==> config.mk <==
export PLATFORM = sky130hd
export DESIGN_NAME = serprog_engine
export DESIGN_NICKNAME = d
export VERILOG_FILES = /design/src/rtl/serprog_pkg.sv /design/src/rtl/serprog_rx.sv /design/src/rtl/serprog_gate.sv /design/src/rtl/serprog_tx.sv /design/src/rtl/serprog_engine.sv
export SDC_FILE = /design/constraint.sdc
export NUM_CORES = 1
export LEC_CHECK = 0
export ABC_AREA = 1
export BUFFER_PORTS_ARGS = -buffer_cell sky130_fd_sc_hd__buf_2
export CAP_MARGIN = 20
export CORE_MARGIN = 8
export CORE_UTILIZATION = 32
export DETAILED_ROUTE_END_ITERATION = 8
export GPL_TIMING_DRIVEN = 0
export PLACE_DENSITY = 0.53
export SLEW_MARGIN = 0
export SYNTH_ARGS = -nofsm -noshare
export SYNTH_HDL_FRONTEND = slang
export SYNTH_HIERARCHICAL = 1
export SYNTH_SLANG_ARGS = --single-unit
==> constraint.sdc <==
create_clock -name clk -period 3.23 [get_ports clk]
set_input_delay 0.646 -clock clk [delete_from_list [all_inputs] [get_ports clk]]
set_output_delay 0.646 -clock clk [all_outputs]
set_load 0.01 [all_outputs]
==> src/rtl/serprog_pkg.sv <==
package serprog_pkg;

  localparam int ADDR_W  = 6;
  localparam int DATA_W  = 30;
  localparam int PAY_W   = 24;
  localparam int ECC_W   = 2;
  localparam int CRC_W   = 3;
  localparam int START_W = 2;
  localparam int REPLY_W = START_W + DATA_W + CRC_W;
  localparam int IDX_W   = 6;

  // bit positions within a frame, counted from the first start bit
  localparam logic [IDX_W-1:0] P_DIR      = IDX_W'(START_W);
  localparam logic [IDX_W-1:0] P_ADDR_END = IDX_W'(START_W + ADDR_W);
  localparam logic [IDX_W-1:0] P_RD_LAST  = IDX_W'(START_W + 1 + ADDR_W + CRC_W - 1);
  localparam logic [IDX_W-1:0] P_DATA_END = IDX_W'(START_W + ADDR_W + DATA_W);
  localparam logic [IDX_W-1:0] P_WR_LAST  = IDX_W'(START_W + 1 + ADDR_W + DATA_W + CRC_W - 1);

  localparam logic [ADDR_W-1:0] KEY_ADDR = 6'h24;
  localparam logic [DATA_W-1:0] KEY_DATA = 30'h2781_1F77;

  // one serial step of the x^3+x+1 CRC register
  function automatic logic [CRC_W-1:0] crc3_next(input logic [CRC_W-1:0] c, input logic b);
    logic fb;
    fb = b ^ c[2];
    return {c[1], c[0] ^ fb, fb};
  endfunction

  function automatic logic [CRC_W-1:0] crc3_word(input logic [DATA_W-1:0] w);
    logic [CRC_W-1:0] c;
    c = '0;
    for (int i = DATA_W - 1; i >= 0; i--) c = crc3_next(c, w[i]);
    return c;
  endfunction

  function automatic logic [REPLY_W-1:0] build_reply(input logic [ECC_W-1:0] ecc,
                                                     input logic [PAY_W-1:0] val);
    logic [DATA_W-1:0] w;
    w = {{(DATA_W - ECC_W - PAY_W){1'b0}}, ecc, val};
    return {{START_W{1'b0}}, w, crc3_word(w)};
  endfunction

endpackage

==> src/rtl/serprog_rx.sv <==
module serprog_rx
  import serprog_pkg::*;
#(
  parameter int GAP_MAX = 16
) (
  input  logic              clk,
  input  logic              rst_n,
  input  logic              rx_valid,
  input  logic              rx_bit,
  output logic              frm_done,
  output logic              frm_ok,
  output logic              frm_rd,
  output logic [ADDR_W-1:0] frm_addr,
  output logic [DATA_W-1:0] frm_data
);
  localparam int GW = $clog2(GAP_MAX + 1);
  localparam logic [GW-1:0] GAP_LIM = GW'(GAP_MAX);

  logic [IDX_W-1:0] idx;
  logic [GW-1:0]    gap_cnt;
  logic [CRC_W-1:0] crc_run, crc_rx;
  logic             in_frame, frame_last, rx_abort;

  assign in_frame   = (idx != '0);
  assign frame_last = frm_rd ? (idx == P_RD_LAST) : (idx == P_WR_LAST);
  assign rx_abort   = !rx_valid && in_frame && (gap_cnt == GAP_LIM);

  always_ff @(posedge clk) begin
    if (!rst_n) begin
      idx      <= '0;
      gap_cnt  <= '0;
      crc_run  <= '0;
      crc_rx   <= '0;
      frm_done <= 1'b0;
      frm_ok   <= 1'b0;
      frm_rd   <= 1'b0;
      frm_addr <= '0;
      frm_data <= '0;
    end else begin
      frm_done <= 1'b0;
      if (rx_valid) begin
        gap_cnt <= '0;
        if (idx < P_DIR) begin
          idx <= rx_bit ? '0 : idx + IDX_W'(1);
        end else if (idx == P_DIR) begin
          frm_rd  <= rx_bit;
          crc_run <= crc3_next('0, rx_bit);
          idx     <= idx + IDX_W'(1);
        end else if (idx <= P_ADDR_END) begin
          frm_addr <= {frm_addr[ADDR_W-2:0], rx_bit};
          crc_run  <= crc3_next(crc_run, rx_bit);
          idx      <= idx + IDX_W'(1);
        end else if (!frm_rd && idx <= P_DATA_END) begin
          frm_data <= {frm_data[DATA_W-2:0], rx_bit};
          crc_run  <= crc3_next(crc_run, rx_bit);
          idx      <= idx + IDX_W'(1);
        end else begin
          crc_rx <= {crc_rx[CRC_W-2:0], rx_bit};
          if (frame_last) begin
            idx      <= '0;
            frm_done <= 1'b1;
            frm_ok   <= ({crc_rx[CRC_W-2:0], rx_bit} == crc_run);
          end else begin
            idx <= idx + IDX_W'(1);
          end
        end
      end else if (rx_abort) begin
        idx     <= '0;
        gap_cnt <= '0;
      end else if (in_frame) begin
        gap_cnt <= gap_cnt + GW'(1);
      end
    end
  end

  AST_ABORT_RESTARTS: assert property (@(posedge clk) disable iff (!rst_n)
    rx_abort |=> !in_frame && !frm_done);

endmodule

==> src/rtl/serprog_gate.sv <==
module serprog_gate
  import serprog_pkg::*;
#(
  parameter int TIMEOUT_CYC = 20000
) (
  input  logic              clk,
  input  logic              rst_n,
  input  logic              frm_done,
  input  logic              frm_ok,
  input  logic              frm_rd,
  input  logic [ADDR_W-1:0] frm_addr,
  input  logic [DATA_W-1:0] frm_data,
  output logic              key_hit,
  output logic              accept,
  output logic              open_q,
  output logic              dead_q
);
  localparam int TW = $clog2(TIMEOUT_CYC + 1);
  localparam logic [TW-1:0] T_LAST = TW'(TIMEOUT_CYC - 1);

  logic [TW-1:0] wait_cnt;
  logic          good_frame;

  assign good_frame = frm_done && frm_ok;
  assign key_hit    = good_frame && !frm_rd && (frm_addr == KEY_ADDR) && (frm_data == KEY_DATA);
  assign accept     = good_frame && open_q && !key_hit;

  always_ff @(posedge clk) begin
    if (!rst_n) begin
      open_q   <= 1'b0;
      dead_q   <= 1'b0;
      wait_cnt <= '0;
    end else if (!open_q && !dead_q) begin
      if (key_hit)                open_q   <= 1'b1;
      else if (wait_cnt == T_LAST) dead_q  <= 1'b1;
      else                        wait_cnt <= wait_cnt + TW'(1);
    end
  end

  AST_DEAD_STICKY: assert property (@(posedge clk) disable iff (!rst_n)
    dead_q |=> dead_q && !open_q);
  AST_OPEN_EXCL: assert property (@(posedge clk) disable iff (!rst_n)
    !(open_q && dead_q));

endmodule

==> src/rtl/serprog_tx.sv <==
module serprog_tx
  import serprog_pkg::*;
(
  input  logic             clk,
  input  logic             rst_n,
  input  logic             load,
  input  logic [ECC_W-1:0] ecc,
  input  logic [PAY_W-1:0] val,
  input  logic             tx_en,
  output logic             tx_valid,
  output logic             tx_bit
);
  localparam int CW = $clog2(REPLY_W + 1);

  logic [REPLY_W-1:0] sh;
  logic [CW-1:0]      left;

  assign tx_valid = (left != '0);
  assign tx_bit   = sh[REPLY_W-1];

  always_ff @(posedge clk) begin
    if (!rst_n) begin
      sh   <= '0;
      left <= '0;
    end else if (load) begin
      sh   <= build_reply(ecc, val);
      left <= CW'(REPLY_W);
    end else if (tx_en && tx_valid) begin
      sh   <= {sh[REPLY_W-2:0], 1'b0};
      left <= left - CW'(1);
    end
  end

  AST_TX_HOLD: assert property (@(posedge clk) disable iff (!rst_n)
    tx_valid && !tx_en && !load |=> $stable(tx_bit) && tx_valid);

endmodule

==> src/rtl/serprog_engine.sv <==
module serprog_engine
  import serprog_pkg::*;
#(
  parameter int TIMEOUT_CYC = 20000,
  parameter int GAP_MAX     = 16
) (
  input  logic        clk,
  input  logic        rst_n,
  input  logic        rx_valid,
  input  logic        rx_bit,
  input  logic        tx_en,
  output logic        tx_valid,
  output logic        tx_bit,
  output logic        mem_req,
  output logic        mem_we,
  output logic        mem_space,
  output logic [4:0]  mem_addr,
  output logic [23:0] mem_wdata,
  input  logic [23:0] mem_rdata,
  input  logic [1:0]  mem_ecc,
  output logic        unlocked,
  output logic        locked_out
);
  logic              frm_done, frm_ok, frm_rd;
  logic [ADDR_W-1:0] frm_addr;
  logic [DATA_W-1:0] frm_data;
  logic              key_hit, accept, rd_pend;

  serprog_rx #(.GAP_MAX(GAP_MAX)) u_rx (
    .clk(clk), .rst_n(rst_n), .rx_valid(rx_valid), .rx_bit(rx_bit),
    .frm_done(frm_done), .frm_ok(frm_ok), .frm_rd(frm_rd),
    .frm_addr(frm_addr), .frm_data(frm_data)
  );

  serprog_gate #(.TIMEOUT_CYC(TIMEOUT_CYC)) u_gate (
    .clk(clk), .rst_n(rst_n), .frm_done(frm_done), .frm_ok(frm_ok),
    .frm_rd(frm_rd), .frm_addr(frm_addr), .frm_data(frm_data),
    .key_hit(key_hit), .accept(accept), .open_q(unlocked), .dead_q(locked_out)
  );

  always_ff @(posedge clk) begin
    if (!rst_n) begin
      mem_req   <= 1'b0;
      mem_we    <= 1'b0;
      mem_space <= 1'b0;
      mem_addr  <= '0;
      mem_wdata <= '0;
      rd_pend   <= 1'b0;
    end else begin
      mem_req <= accept;
      rd_pend <= mem_req && !mem_we;
      if (accept) begin
        mem_we    <= !frm_rd;
        mem_space <= frm_addr[ADDR_W-1];
        mem_addr  <= frm_addr[ADDR_W-2:0];
        mem_wdata <= frm_rd ? '0 : frm_data[PAY_W-1:0];
      end
    end
  end

  serprog_tx u_tx (
    .clk(clk), .rst_n(rst_n), .load(rd_pend), .ecc(mem_ecc), .val(mem_rdata),
    .tx_en(tx_en), .tx_valid(tx_valid), .tx_bit(tx_bit)
  );

  AST_REQ_ONLY_OPEN: assert property (@(posedge clk) disable iff (!rst_n)
    mem_req |-> unlocked && !locked_out);
  AST_BADCRC_QUIET: assert property (@(posedge clk) disable iff (!rst_n)
    frm_done && !frm_ok |=> !mem_req);
  AST_KEY_NO_MEM: assert property (@(posedge clk) disable iff (!rst_n)
    key_hit |=> !mem_req);
  AST_REPLY_AFTER_READ: assert property (@(posedge clk) disable iff (!rst_n)
    $rose(tx_valid) |-> $past(mem_req, 2) && !$past(mem_we, 2));

endmodule

After elaboration in Yosys (flattened, before gate mapping)
Index checks and enable logic that the tools add are counted.
- register bits after elaboration: 146
- input port bits: 31
- eq/ne operators: 8
- reductions and logical operators: 35
- mux-type cells: 18
- order comparisons: 3
- add/subtract/negate cells: 4
- bitwise logic cells: 59
- operator list (operator ; count):
    two-way mux 6 bit ; 10
    two-way mux 29 bit ; 2
    bitwise XOR 1 bit ; 51
    == test 30 bit, second input constant ; 1
    two-way mux 24 bit ; 1
    adder 15 x 1 -> 15 bit, second input constant ; 1
    == test 15 bit, second input constant ; 1
    == test 6 bit, second input constant ; 2
    logical AND 1 bit ; 12
    AND reduction 3 bit ; 4
    nonzero test 6 bit ; 2
    AND reduction 5 bit ; 2
    two-way mux 3 bit ; 3
    NOT 1 bit ; 8
    adder 6 x 1 -> 6 bit, second input constant ; 1
    == test 6 x 2 -> 1 bit, second input constant ; 1
    == test 6 x 4 -> 1 bit, second input constant ; 1
    less-or-equal comparator 6 x 4 -> 1 bit, second input constant ; 1
    less-or-equal comparator 6 bit, second input constant ; 1
    zero test 1 bit ; 6
    < comparator 6 x 2 -> 1 bit, second input constant ; 1
    AND reduction 6 bit ; 1
    OR reduction 6 bit ; 1
    subtractor 6 x 1 -> 6 bit, second input constant ; 1
    10 further kinds ; 12

Longest topological paths before layout
Gate-level depths: netlist of run 1.
- word-level depth: 26
- depth in mapped cells: 34
- mapped depth without buffers: 34

Cells and area by module
Netlist of run 1, hierarchy kept.
- by module, submodules not included (module ; cells an instance ; instances ; seq. area each (um^2) ; area an instance (um^2)):
    serprog_tx ; 442 ; 1 ; 820.8 ; 2776.4
    serprog_rx ; 392 ; 1 ; 1101.1 ; 2705.1
    serprog_engine ; 143 ; 1 ; 660.6 ; 1380.1
    serprog_gate ; 230 ; 1 ; 340.3 ; 1346.3

Worst setup path before layout of run 1
Ideal clock, no wire load.
- kind: in2reg
- start point: in mem_rdata[22]
- end point: reg u_tx.sh[1]
- required time: 3121 ps
- arrival: 2826 ps
- buffers on the path: 0
- cell stages on the path: 28
- slack: 296 ps
- cells stage by stage: xnor2_1 -> nand2_1 -> nand3_1 -> nand3_1 -> nand2_1 -> clkinv_1 -> nand2_1 -> nand2_1 -> inv_2 -> nand3_2 -> nand2_4 -> nand2_4 -> nand2_2 -> nand2_1 -> nand3_2 -> nand3_2 -> nand2_2 -> nand2_1 -> nand2_1 -> nand2_1 -> inv_1 -> nor2_2 -> nand2_2 -> nand3_2 -> nand2_1 -> nand3_1 -> nand2_1 -> inv_1
- word-level cells in the longest chain between the ends: 25
- elaborated cells between the ends (all ways): 45
- ends and longest elaborated chain (element ; RTL line ; source):
    start: declaration ; serprog_engine.sv:19 ; input logic [23:0] mem_rdata,
    bitwise XOR 1 bit * ; serprog_pkg.sv:25 ; fb = b ^ c[2];
    bitwise XOR 1 bit ; serprog_pkg.sv:26 ; return {c[1], c[0] ^ fb, fb};
    bitwise XOR 1 bit ; serprog_pkg.sv:25 ;
    bitwise XOR 1 bit ; serprog_pkg.sv:26 ;
    bitwise XOR 1 bit ; serprog_pkg.sv:25 ;
    bitwise XOR 1 bit ; serprog_pkg.sv:26 ;
    bitwise XOR 1 bit ; serprog_pkg.sv:25 ;
    bitwise XOR 1 bit ; serprog_pkg.sv:26 ;
    [9 not listed] ; -- ;
    bitwise XOR 1 bit ; serprog_pkg.sv:26 ;
    bitwise XOR 1 bit ; serprog_pkg.sv:25 ;
    bitwise XOR 1 bit ; serprog_pkg.sv:26 ;
    bitwise XOR 1 bit ; serprog_pkg.sv:25 ;
    bitwise XOR 1 bit ; serprog_pkg.sv:26 ;
    bitwise XOR 1 bit ; serprog_pkg.sv:25 ;
    bitwise XOR 1 bit * ; serprog_pkg.sv:26 ;
    two-way mux 29 bit * ; serprog_tx.sv:25 ; end else if (load) begin
    end signal: assignment ; serprog_tx.sv:26 ; sh <= build_reply(ecc, val);
    end signal: assignment ; serprog_tx.sv:29 ; sh <= {sh[REPLY_W-2:0], 1'b0};
    end: declaration ; serprog_tx.sv:15 ; logic [REPLY_W-1:0] sh;
Every way passes the cells marked *; elsewhere a longest branch is shown, timed or not.
A chain may end at the register's enable or synchronous reset.

Worst setup path in the final report of run 1
- start point: in mem_rdata[21]
- end point: reg u_tx.sh[1]
- word-level cells in the longest chain between the ends: 23
- elaborated cells between the ends (all ways): 43
- ends and longest elaborated chain (element ; RTL line):
    bitwise XOR 1 bit * ; serprog_pkg.sv:25
    bitwise XOR 1 bit ; serprog_pkg.sv:26
    bitwise XOR 1 bit ; serprog_pkg.sv:25
    bitwise XOR 1 bit ; serprog_pkg.sv:26
    bitwise XOR 1 bit ; serprog_pkg.sv:25
    bitwise XOR 1 bit ; serprog_pkg.sv:26
    bitwise XOR 1 bit ; serprog_pkg.sv:25
    bitwise XOR 1 bit ; serprog_pkg.sv:26
    [7 not listed] ; --
    bitwise XOR 1 bit ; serprog_pkg.sv:26
    bitwise XOR 1 bit ; serprog_pkg.sv:25
    bitwise XOR 1 bit ; serprog_pkg.sv:26
    bitwise XOR 1 bit ; serprog_pkg.sv:25
    bitwise XOR 1 bit ; serprog_pkg.sv:26
    bitwise XOR 1 bit ; serprog_pkg.sv:25
    bitwise XOR 1 bit * ; serprog_pkg.sv:26
    two-way mux 29 bit * ; serprog_tx.sv:25
Marked as above.

==> qor.yml, run 1 <==
synthesis:
  synthCells: 1191
  syn_avg_cell_area_sq_um: 6.818
  syn_area_sq_mm: 0.008120
  syn_nets: 1230
  ys_warn_count: 6
cts:
  cts_tree: "built"
  cts-hold-fix-buffers: 0
  clk_pin_slew_ns: 0.06
  htree_levels: 4
  cts.sinks: 146
  clkLatencyLatePin_ns: 0.43
  clk_path_buf_depth: 2
  root_buffer: "clkbuf_16"
  cts_made_buffers: 17
floorplanning:
  initial_core_util_pct: 32.43
  core_sq_mm: 0.02504
  ios: 67
  die_area_sq_mm: 0.03073
  die_y_microns: 175.3
  die_w_microns: 175.3
  row_count: 58
timing:
  period_share_pct: 91.76
  relSlewSlack_pct: 27.68
  clock.fmax_ghz: 0.3374
  final.setup_skew_ns: 0.01254
  worst_pin_slew_ns: 1.082
  finalSetupViolations: 0
  setup_tns_ns: 0
  layout_setup_ws_ns: 0.2663
  hold_violations: 0
  min_period_ns: 2.964
  report.final.slew_viol_count: 0
  rsz0062_at_grt: "true"
flow_run:
  maxCapViolCount: 0
final_layout:
  layout-drive-gt1-share_pct: 22.96
  fin_cells: 1619
  area_growth_pct: 19.57
  nets: 1316
  num_antenna_cells: 0
setup_path:
  reg2reg_depth: 12
  cp_max_fo: 5
  cpMaxStageDelayCell: "clkbuf_4"
  endpoint: "u_tx/sh[1]"
  cp.required_ns: 3.56
  cpLargestDelayFamily: "simple AND/OR/NAND/NOR gates"
  path_buf_inv: 5
  path_class: "primary input to register"
  startpoint: "mem_rdata[21]"
  cpPeakStageDelay_ns: 0.14
  r2r-start: "u_rx/frm_data[7]"
  r2r_setup_slack_ns: 0.69
  end_kind: "register"
  r2r_end: "mem_addr[4]"
  crit_arrival_ns: 3.29
  cp.depth: 34
  path_common_cell: "nand2_4"
  cp-start-kind: "primary input"
drt:
  via_per_inst: 4.620
  drt_iter0_markers: 444
  antenna_left: 0
  wl_microns: 20250
  wl_per_cell_microns: 12.51
  dr_total_vias: 7480
  post-route-drc-count: 0
  firstDrtPassIters: 5
power_and_ir_drop:
  p_sw_share_pct: 32.83
  max-vdd-ir-drop_v: 0.0003104
  powerDensity_mw_per_mm2: 589.6
  p_seq_share_pct: 37.2
  p_sw_uw: 1879
  total_power_uw: 5725
  power.leakage_uw: 0.004155
  p_comb_share_pct: 25.8
  pwr-share-clk_pct: 37.1
  p_int_uw: 3846
place:
  post-dp-hpwl_microns: 14700
  portBuffers: 66
  place_ws_ns: -0.2451
  dp.cells: 1587
  gp_congestion: 0.7780
grt:
  track_usage_pct: 13.21
  antenna_found_initial: 0
  grt_overflow: 0
  grt_pass1_wl_microns: 34190
  grt_start_max_net_pins: 23
  grt_pass1_vias: 7129
status:
  status: "finished clean"
hold_path:
  hp-start: "u_tx/sh[29]"
  hp-class: "register to register"
repair_timing:
| item | in CTS | in global routing |
|---|---|---|
| setup buffers | 0 | 1 |
| endpoints found under the setup margin | 0 | 3 |
| resized for setup | 0 | 60 |
per-stage QoR:
| step | hold WS (ns) | cell area, sq um | utilization, % |
|---|---|---|---|
| floorplan | 0.4293 | 8120 | - |
| global placement | 0.4409 | 8864 | 35.40 |
| detailed placement | 0.4451 | 8864 | 35.40 |
| CTS | 0.4541 | 9494 | 37.92 |
| global route | 0.4643 | 9709 | 38.78 |
| finish | 0.4536 | 9709 | 38.78 |
power by group through the flow:
stage	Sequential (uW)	Combinational [uW]	Clock, uW
2_1_floorplan	2140	1070	0
3_3_place_gp	2160	1350	0
3_5_place_dp	2170	1370	0
4_1_cts	2130	1380	2190
5_1_grt	2150	1680	2270
6_report	2130	1470	2120
flip-flops by register name, summed over array words and instances (netlist names), 5 cells and up:
name             count
mem_addr             5
mem_wdata           24
u_gate/wait_cnt     15
u_rx/frm_addr        6
u_rx/frm_data       30
u_rx/gap_cnt         5
u_rx/idx             6
u_tx/left            6
u_tx/sh             35
worst min-delay path by stage:
stage | to | slack (ns) | cells after the start
after floorplan | u_tx/sh[29] | 0.43 | 2
after global placement | u_tx/sh[33] | 0.44 | 2
after detailed placement | u_tx/sh[32] | 0.45 | 2
after CTS | u_tx/sh[32] | 0.45 | 2
after global routing | u_tx/sh[32] | 0.46 | 2
final | u_tx/sh[29] | 0.45 | 2
routing by layer:
| metal | wire length (microns) | up-vias | share of wire (%) | GRT usage, % |
|---|---|---|---|---|
| li1 | - | 3997 | - | - |
| met1 | 9933 | 3368 | 49 | 17.23 |
| met2 | 9541 | 99 | 47 | 21.80 |
| met3 | 574 | 16 | 2.8 | 2.384 |
| met4 | 197 | 0 | 0.97 | 4.133 |
| met5 | 0 | - | 0 | 0 |
final cells by class:
| class | count | area, sq um |
|---|---|---|
| plain buffers | 50 | 315.3 |
| clock buffers | 17 | 425.4 |
| flip-flops and latches | 146 | 2923 |
| repair buffers | 67 | 350.3 |
| multi-input cells | 844 | 4503 |
| clock inverters | 14 | 205.2 |
| inverters | 151 | 574.3 |
| well taps | 330 | 412.9 |
| fillers | 2679 | 15330 |
cell usage in the layout (no fill, tap or decap), drive strengths merged, types with 22 or more instances in the layout:
| master | count |
|---|---|
| nand3 | 151 |
| inv | 153 |
| o21ai | 31 |
| nand2 | 331 |
| clkbuf | 39 |
| a311oi | 23 |
| buf | 95 |
| dfxtp | 146 |
| nor2 | 164 |
| a21oi | 77 |
| nand4 | 22 |
worst register-to-register path: stages, from the launching register on:
cell,delay (ns)
dfxtp_1,0.38
inv_1,0.06
nand2_1,0.06
nor2_1,0.05
nand2_1,0.08
nor2_2,0.08
nand3_4,0.14
buf_6,0.16
nor3b_1,0.88
inv_2,0.16
buf_6,0.22
nor2_2,0.10
nor2_1,0.05
No activity file was read; power rests on OpenSTA's default activity.
==> run 2: changes to the inputs <==
--- a/config.mk
+++ b/config.mk
@@ -8,7 +8,6 @@
 export ABC_AREA = 1
 export BUFFER_PORTS_ARGS = -buffer_cell sky130_fd_sc_hd__buf_2
 export CAP_MARGIN = 20
-export CORE_MARGIN = 8
 export CORE_UTILIZATION = 32
 export DETAILED_ROUTE_END_ITERATION = 8
 export GPL_TIMING_DRIVEN = 0
==> constraint.sdc (replaced) <==
create_clock -name clk -period 3.23 [get_ports clk]
set_input_delay 0.1615 -clock clk [delete_from_list [all_inputs] [get_ports clk]]
set_output_delay 0.1615 -clock clk [all_outputs]
set_load 0.01 [all_outputs]
==> run 2 against run 1 <==
Compared with the run above: largest power group unchanged; worst setup slack better by 0.41 ns; sequential power about the same; critical path depth down 5; global-route usage up 2.3 points; utilization down 0.56 points; wire length down 3.1%; final cell count down 0.43%; largest cell class unchanged; design area down 3.1%; maximum frequency up 16%; flip-flop and latch count unchanged; sequential share of layout area up 0.98 points; first-iteration DRC count down 23%.
==> qor.yml, run 2 (same netlist as run 1, synthesis figures left out) <==
flow_run:
  maxCapViolCount: 0  # unchanged
grt:
  antenna_found_initial: 0  # unchanged
  grt_pass1_vias: 6918  # was 7129
  grt_pass1_wl_microns: 33200  # was 34190 microns
  grt_start_max_net_pins: 23  # unchanged
  grt_overflow: 0  # unchanged
  track_usage_pct: 15.55  # was 13.21%
drt:
  drt_iter0_markers: 342  # was 444
  wl_microns: 19620  # was 20250 microns
  via_per_inst: 4.672  # was 4.620
  firstDrtPassIters: 5  # unchanged
  antenna_left: 0  # unchanged
  post-route-drc-count: 0  # unchanged
  dr_total_vias: 7532  # was 7480
  wl_per_cell_microns: 12.17  # was 12.51 microns
cts:
  cts.sinks: 146  # unchanged
  cts_resized: 0  # unchanged
  cts-hold-fix-buffers: 0  # unchanged
  cts_made_buffers: 17  # unchanged
  clkLatencyLatePin_ns: 0.43  # about the same
  htree_levels: 4  # unchanged
  root_buffer: "clkbuf_16"  # unchanged
  clk_pin_slew_ns: 0.07  # was 0.06 ns
  post_cts_buffers: 0  # unchanged
  clk_path_buf_depth: 2  # unchanged
  cts_tree: "built"  # unchanged
setup_path:
  path_class: "primary input to register"  # unchanged
  cp-start-kind: "primary input"  # unchanged
  cpPeakStageDelay_ns: 0.15  # was 0.14 ns
  path_buf_inv: 5  # unchanged
  cp_max_fo: 6  # was 5
  r2r_end: "mem_addr[3]"  # was mem_addr[4]
  cpLargestDelayFamily: "simple AND/OR/NAND/NOR gates"  # unchanged
  r2r_setup_slack_ns: 0.75  # was 0.69 ns
  cpMaxStageDelayCell: "buf_2"  # was clkbuf_4
  startpoint: "mem_rdata[22]"  # was mem_rdata[21]
  cp.required_ns: 3.55  # was 3.56 ns
  reg2reg_depth: 12  # unchanged
  cp.depth: 29  # was 34
  end_kind: "register"  # unchanged
  crit_arrival_ns: 2.88  # was 3.29 ns
  path_common_cell: "nand2_1"  # was nand2_4
  r2r-start: "u_rx/frm_data[15]"  # was u_rx/frm_data[7]
  endpoint: "u_tx/sh[1]"  # unchanged
power_and_ir_drop:
  pwr-share-clk_pct: 34.6  # was 37.1%
  p_sw_uw: 1845  # was 1879 uW
  power.leakage_uw: 0.004050  # was 0.004155 uW
  p_seq_share_pct: 39.9  # was 37.2%
  p_int_uw: 3503  # was 3846 uW
  p_comb_share_pct: 25.5  # was 25.8%
  powerDensity_mw_per_mm2: 568.7  # was 589.6 mW/mm^2
  p_sw_share_pct: 34.50  # was 32.83%
  max-vdd-ir-drop_v: 0.0003311  # was 0.0003104 V
floorplanning:
  die_w_microns: 161.3  # was 175.3 microns
  initial_core_util_pct: 33.00  # was 32.43%
  die_y_microns: 161.3  # was 175.3 microns
  row_count: 57  # was 58
  die_area_sq_mm: 0.02602  # was 0.03073 sq mm
  core_sq_mm: 0.02460  # was 0.02504 sq mm
  ios: 67  # unchanged
final_layout:
  layout-drive-gt1-share_pct: 19.95  # was 22.96%
  fillCellCount: 2703  # was 2679
  largest_register_ffs: 35  # unchanged
  mostFrequentLayoutCell: "nand2_1"  # unchanged
  register_area_sq_mm: 0.002923  # unchanged
  num_antenna_cells: 0  # unchanged
  utilization_pct: 38.22  # was 38.78%
  max_flop_register: "u_tx/sh"  # unchanged
  final_cell_mix: "nand2_1, dfxtp_1, nor2_1"  # unchanged
  area_growth_pct: 15.81  # was 19.57%
  multi_input_area_sq_mm: 0.004313  # was 0.004503 sq mm
  nets: 1315  # was 1316
  reg_top3: "u_tx/sh (35), u_rx/frm_data (30), mem_wdata (24)"  # unchanged
timing:
  hold_violations: 0  # unchanged
  period_share_pct: 79.07  # was 91.76%
  worst_pin_slew_ns: 1.071  # was 1.082 ns
  layout_setup_ws_ns: 0.6761  # was 0.2663 ns
  relSlewSlack_pct: 28.47  # was 27.68%
  final.setup_skew_ns: 0.01301  # was 0.01254 ns
  clock.fmax_ghz: 0.3916  # was 0.3374 GHz
  finalSetupViolations: 0  # unchanged
  rsz0062_at_grt: "false"  # was true
  min_period_ns: 2.554  # was 2.964 ns
  setup_tns_ns: 0  # unchanged
  report.final.slew_viol_count: 0  # unchanged
place:
  place_ws_ns: 0.2260  # was -0.2451 ns
  portBuffers: 66  # unchanged
  post-dp-hpwl_microns: 14370  # was 14700 microns
  gp_congestion: 0.8014  # was 0.7780
hold_path:
  hp-class: "primary input to register"  # was register to register
  min_path_cells: 3  # was 2
status:
  status: "finished clean"  # unchanged
==> run 2: tightest hold or removal path, delay by kind of cell <==
family	cells	cell delay (ns)
AO/OA/AOI/OAI	1	0.08
AND/OR/NAND/NOR	1	0.06
buffers and inverters	1	0.12
==> run 2: worst min-delay path by stage <==
| stage | endpoint | from |
|---|---|---|
| finish | u_tx/sh[9] | mem_rdata[6] |
| global route | u_tx/sh[8] | mem_rdata[5] |
| CTS | u_tx/sh[9] | mem_rdata[6] |
| detailed placement | u_tx/sh[32] | u_tx/sh[32] |
| global placement | u_tx/sh[33] | u_tx/sh[32] |
| floorplan | mem_req | rst_n |
==> run 2: area by class of cell <==
| cell class | instances | share of cell area, % |
|---|---|---|
| multi-input cells | 844 | 45.86 |
| flip-flops and latches | 146 | 31.08 |
| inverters | 151 | 6.054 |
| clock buffers | 17 | 4.524 |
| well taps | 324 | 4.311 |
| repair buffers | 66 | 3.513 |
| plain buffers | 50 | 3.353 |
| clock inverters | 14 | 1.304 |
==> run 2: per-stage QoR <==
step | total power [uW] | instances | hold WS, ns | instance area, sq um
2_1_floorplan | 3219 | 1191 | 0.2591 | 8120
3_3_place_gp | 3517 | 1581 | 0.4451 | 8856
3_5_place_dp | 3539 | 1581 | 0.4499 | 8856
4_1_cts | 5418 | 1612 | 0.02103 | 9404
5_1_grt | 5729 | 1612 | 0.03608 | 9404
6_report | 5348 | 1612 | 0.03525 | 9404
==> run 2: layer usage <==
metal | part of all wire (%) | vias up | wire, microns | track usage (%)
li1 | - | 3999 | - | -
met1 | 51 | 3424 | 9996 | 21.42
met2 | 45 | 94 | 8915 | 24.82
met3 | 2.5 | 15 | 499 | 2.260
met4 | 1.0 | 0 | 204 | 5.103
met5 | 0 | - | 0 | 0
==> run 2: power by group through the flow <==
stage / sequential (uW) / combinational (uW) / clock [uW]
6_report: 2130 / 1360 / 1850
5_1_grt: 2160 / 1570 / 2000
4_1_cts: 2130 / 1370 / 1910
3_5_place_dp: 2170 / 1370 / 0
3_3_place_gp: 2170 / 1350 / 0
2_1_floorplan: 2140 / 1070 / 0
==> run 3: changes to the inputs <==
==> constraint.sdc (replaced) <==
create_clock -name clk -period 2.4 [get_ports clk]
set_input_delay 0.12 -clock clk [delete_from_list [all_inputs] [get_ports clk]]
set_output_delay 0.12 -clock clk [all_outputs]
set_load 0.01 [all_outputs]
==> run 3 against run 2 <==
Compared with the run above: the run now ends with negative hold slack, negative setup slack left; sequential power grew 34%; flip-flop and latch count is the same; design area grew 8.8%; sequential share of layout area shrank 2.5 points; largest cell class unchanged.
==> qor.yml, run 3 (same netlist as run 1, synthesis figures left out) <==
status:
  status: "complete, but fails checks"  # was finished clean
  violations: "negative hold slack, negative setup slack"
cts:
  clk_path_buf_depth: 2  # unchanged
  cts.sinks: 146  # unchanged
  clkLatencyLatePin_ns: 0.42  # was 0.43 ns
  root_buffer: "clkbuf_16"  # unchanged
  cts_tree: "built"  # unchanged
  cts_made_buffers: 17  # unchanged
  htree_levels: 4  # unchanged
  clk_pin_slew_ns: 0.06  # was 0.07 ns
drt:
  antenna_left: 0  # unchanged
  post-route-drc-count: 0  # unchanged
  via_per_inst: 4.709  # was 4.672
  dr_total_vias: 7647  # was 7532
  wl_microns: 20570  # was 19620 microns
  drt_iter0_markers: 325  # was 342
  firstDrtPassIters: 5  # unchanged
  wl_per_cell_microns: 12.66  # was 12.17 microns
floorplanning:
  die_w_microns: 161.3  # unchanged
  core_sq_mm: 0.02460  # unchanged
  ios: 67  # unchanged
  die_y_microns: 161.3  # unchanged
  row_count: 57  # unchanged
  die_area_sq_mm: 0.02602  # unchanged
  initial_core_util_pct: 33.00  # unchanged
hold_path:
  min_path_cells: 3  # unchanged
  hp-class: "primary input to register"  # unchanged
final_layout:
  num_antenna_cells: 0  # unchanged
  fin_area_sq_mm: 0.01023  # was 0.009404 sq mm
  max_flop_register: "u_tx/sh"  # unchanged
  area_growth_pct: 25.99  # was 15.81%
  reg_top3: "u_tx/sh (35), u_rx/frm_data (30), mem_wdata (24)"  # unchanged
  final_cell_mix: "nand2_1, dfxtp_1, nor2_1"  # unchanged
  largest_register_ffs: 35  # unchanged
  nets: 1327  # was 1315
  mostFrequentLayoutCell: "nand2_1"  # unchanged
  layout-drive-gt1-share_pct: 27.77  # was 19.95%
timing:
  hold_violations: 1  # was 0
  report.final.slew_viol_count: 0  # unchanged
  rsz0062_at_grt: "true"  # was false
  finalSetupViolations: 2  # was 0
  clock.fmax_ghz: 0.4040
  layout_setup_ws_ns: -0.07523  # was 0.6761 ns
  holdWs_ns: -0.001536  # was 0.03525 ns
  final.setup_skew_ns: 0.01147  # was 0.01301 ns
  period_share_pct: 103.1
  relSlewSlack_pct: 59.03  # was 28.47%
  worst_pin_slew_ns: 0.6119  # was 1.071 ns
  min_period_ns: 2.475
  setup_tns_ns: -0.1092  # was 0 ns
setup_path:
  reg2reg_depth: 12  # unchanged
  path_buf_inv: 7  # was 5
  cpLargestDelayFamily: "simple AND/OR/NAND/NOR gates"  # unchanged
  crit_arrival_ns: 2.79  # was 2.88 ns
  cp_max_fo: 5  # was 6
  cp-start-kind: "primary input"  # unchanged
  cp.depth: 32  # was 29
  path_class: "primary input to register"  # unchanged
  path_common_cell: "nand2_1"  # unchanged
  cp.required_ns: 2.72  # was 3.55 ns
  end_kind: "register"  # unchanged
  cpPeakStageDelay_ns: 0.13  # was 0.15 ns
  cpMaxStageDelayCell: "nand3_2"  # was buf_2
place:
  gp_congestion: 0.7906  # was 0.8014
  portBuffers: 66  # unchanged
  post-dp-hpwl_microns: 14350  # was 14370 microns
  place_area_sq_mm: 0.008859  # was 0.008856 sq mm
grt:
  grt_overflow: 0  # unchanged
  grt_pass1_vias: 7190  # was 6918
  antenna_found_initial: 0  # unchanged
  track_usage_pct: 15.76  # was 15.55%
  grt_pass1_wl_microns: 33990  # was 33200 microns
  grt_start_max_net_pins: 23  # unchanged
power_and_ir_drop:
  pwr-share-clk_pct: 35.1  # was 34.6%
  p_seq_share_pct: 36.1  # was 39.9%
  power.leakage_uw: 0.004377  # was 0.004050 uW
  powerDensity_mw_per_mm2: 776.0  # was 568.7 mW/mm^2
  max-vdd-ir-drop_v: 0.0004694  # was 0.0003311 V
  p_int_uw: 5247  # was 3503 uW
  p_comb_share_pct: 28.8  # was 25.5%
  p_sw_share_pct: 33.91  # was 34.50%
  p_sw_uw: 2692  # was 1845 uW
  total_power_uw: 7940  # was 5348 uW
flow_run:
  maxCapViolCount: 0  # unchanged
run 3: cell count changes in the layout (fill, tap and decap cells not counted), sizes merged:
cell         before  now
buf              96  102
dlygate4sd3       0    5
bufinv            0    3
inv             158  155
clkbuf           37   39
clkinvlp          4    2
clkinv            3    4
run 3: worst reg2reg max path, cell delays in order, from the launching register on:
cell and delay (ns):
dfxtp_1 0.37, inv_1 0.06, nand2_1 0.06, nor2_1 0.05
nand2_1 0.08, nor2_2 0.08, nand3_4 0.14, buf_6 0.16
nor3b_2 0.53, inv_2 0.14, buf_6 0.20, nor2_2 0.10
nor2_1 0.05
run 3: path summary, 6_finish.rpt:
path,to,slack (ns),from
worst max register to register,mem_addr[3],0.28,u_rx/frm_data[7]
worst min register to register,u_tx/sh[33],0.45,u_tx/sh[32]
worst min-delay path,u_tx/sh[23],-0.002,mem_rdata[20]
worst max-delay path,u_tx/sh[1],-0.08,mem_rdata[23]
run 3: power by group through the flow:
stage | clock, uW | combinational, uW | sequential, uW
2_1_floorplan | 0 | 1450 | 2890
4_1_cts | 2870 | 1980 | 2860
5_1_grt | 2980 | 2560 | 2910
3_3_place_gp | 0 | 1810 | 2910
3_5_place_dp | 0 | 1840 | 2920
6_report | 2790 | 2290 | 2860
run 3: area by class of cell:
class / count / area, sq um
multi-input combinational: 844 / 4856
buffer: 50 / 320.3
timing repair buffer: 78 / 510.5
fill: 2582 / 14370
clock inverter: 13 / 177.7
sequential: 146 / 2923
inverter: 151 / 599.3
tap: 324 / 405.4
clock buffer: 18 / 439.2
run 3: routing by layer:
metal | GRT usage (%) | wire, microns | part of all wire [%] | vias up
met5 | 0 | 0 | 0 | -
met4 | 3.902 | 192 | 0.93 | 0
met3 | 2.542 | 511 | 2.5 | 17
met2 | 26.08 | 9693 | 47 | 75
met1 | 21.27 | 10170 | 49 | 3545
li1 | - | - | - | 4010
run 3: metrics by stage:
| stage | worst slack [ns] | hold slack, ns | utilization [%] | instances |
|---|---|---|---|---|
| 2_1_floorplan | 0.01022 | 0.2176 | - | 1191 |
| 3_3_place_gp | -0.5025 | 0.4331 | 36.00 | 1581 |
| 3_5_place_dp | -0.5339 | 0.4298 | 36.00 | 1581 |
| 4_1_cts | 0.001420 | 0.0001176 | 39.53 | 1617 |
| 5_1_grt | -0.2423 | 0.0008429 | 41.58 | 1624 |
| 6_report | -0.07523 | -0.001536 | 41.58 | 1624 |
run 3: what timing repair did:
| item | in CTS | in global routing |
|---|---|---|
| pin swaps | 17 | 52 |
| hold buffers | 4 | 1 |
| setup endpoints to repair | 32 | 31 |
| buffers inserted | 1 | 6 |
| endpoints found under the hold margin | 4 | 1 |
| gates resized for setup | 53 | 126 |
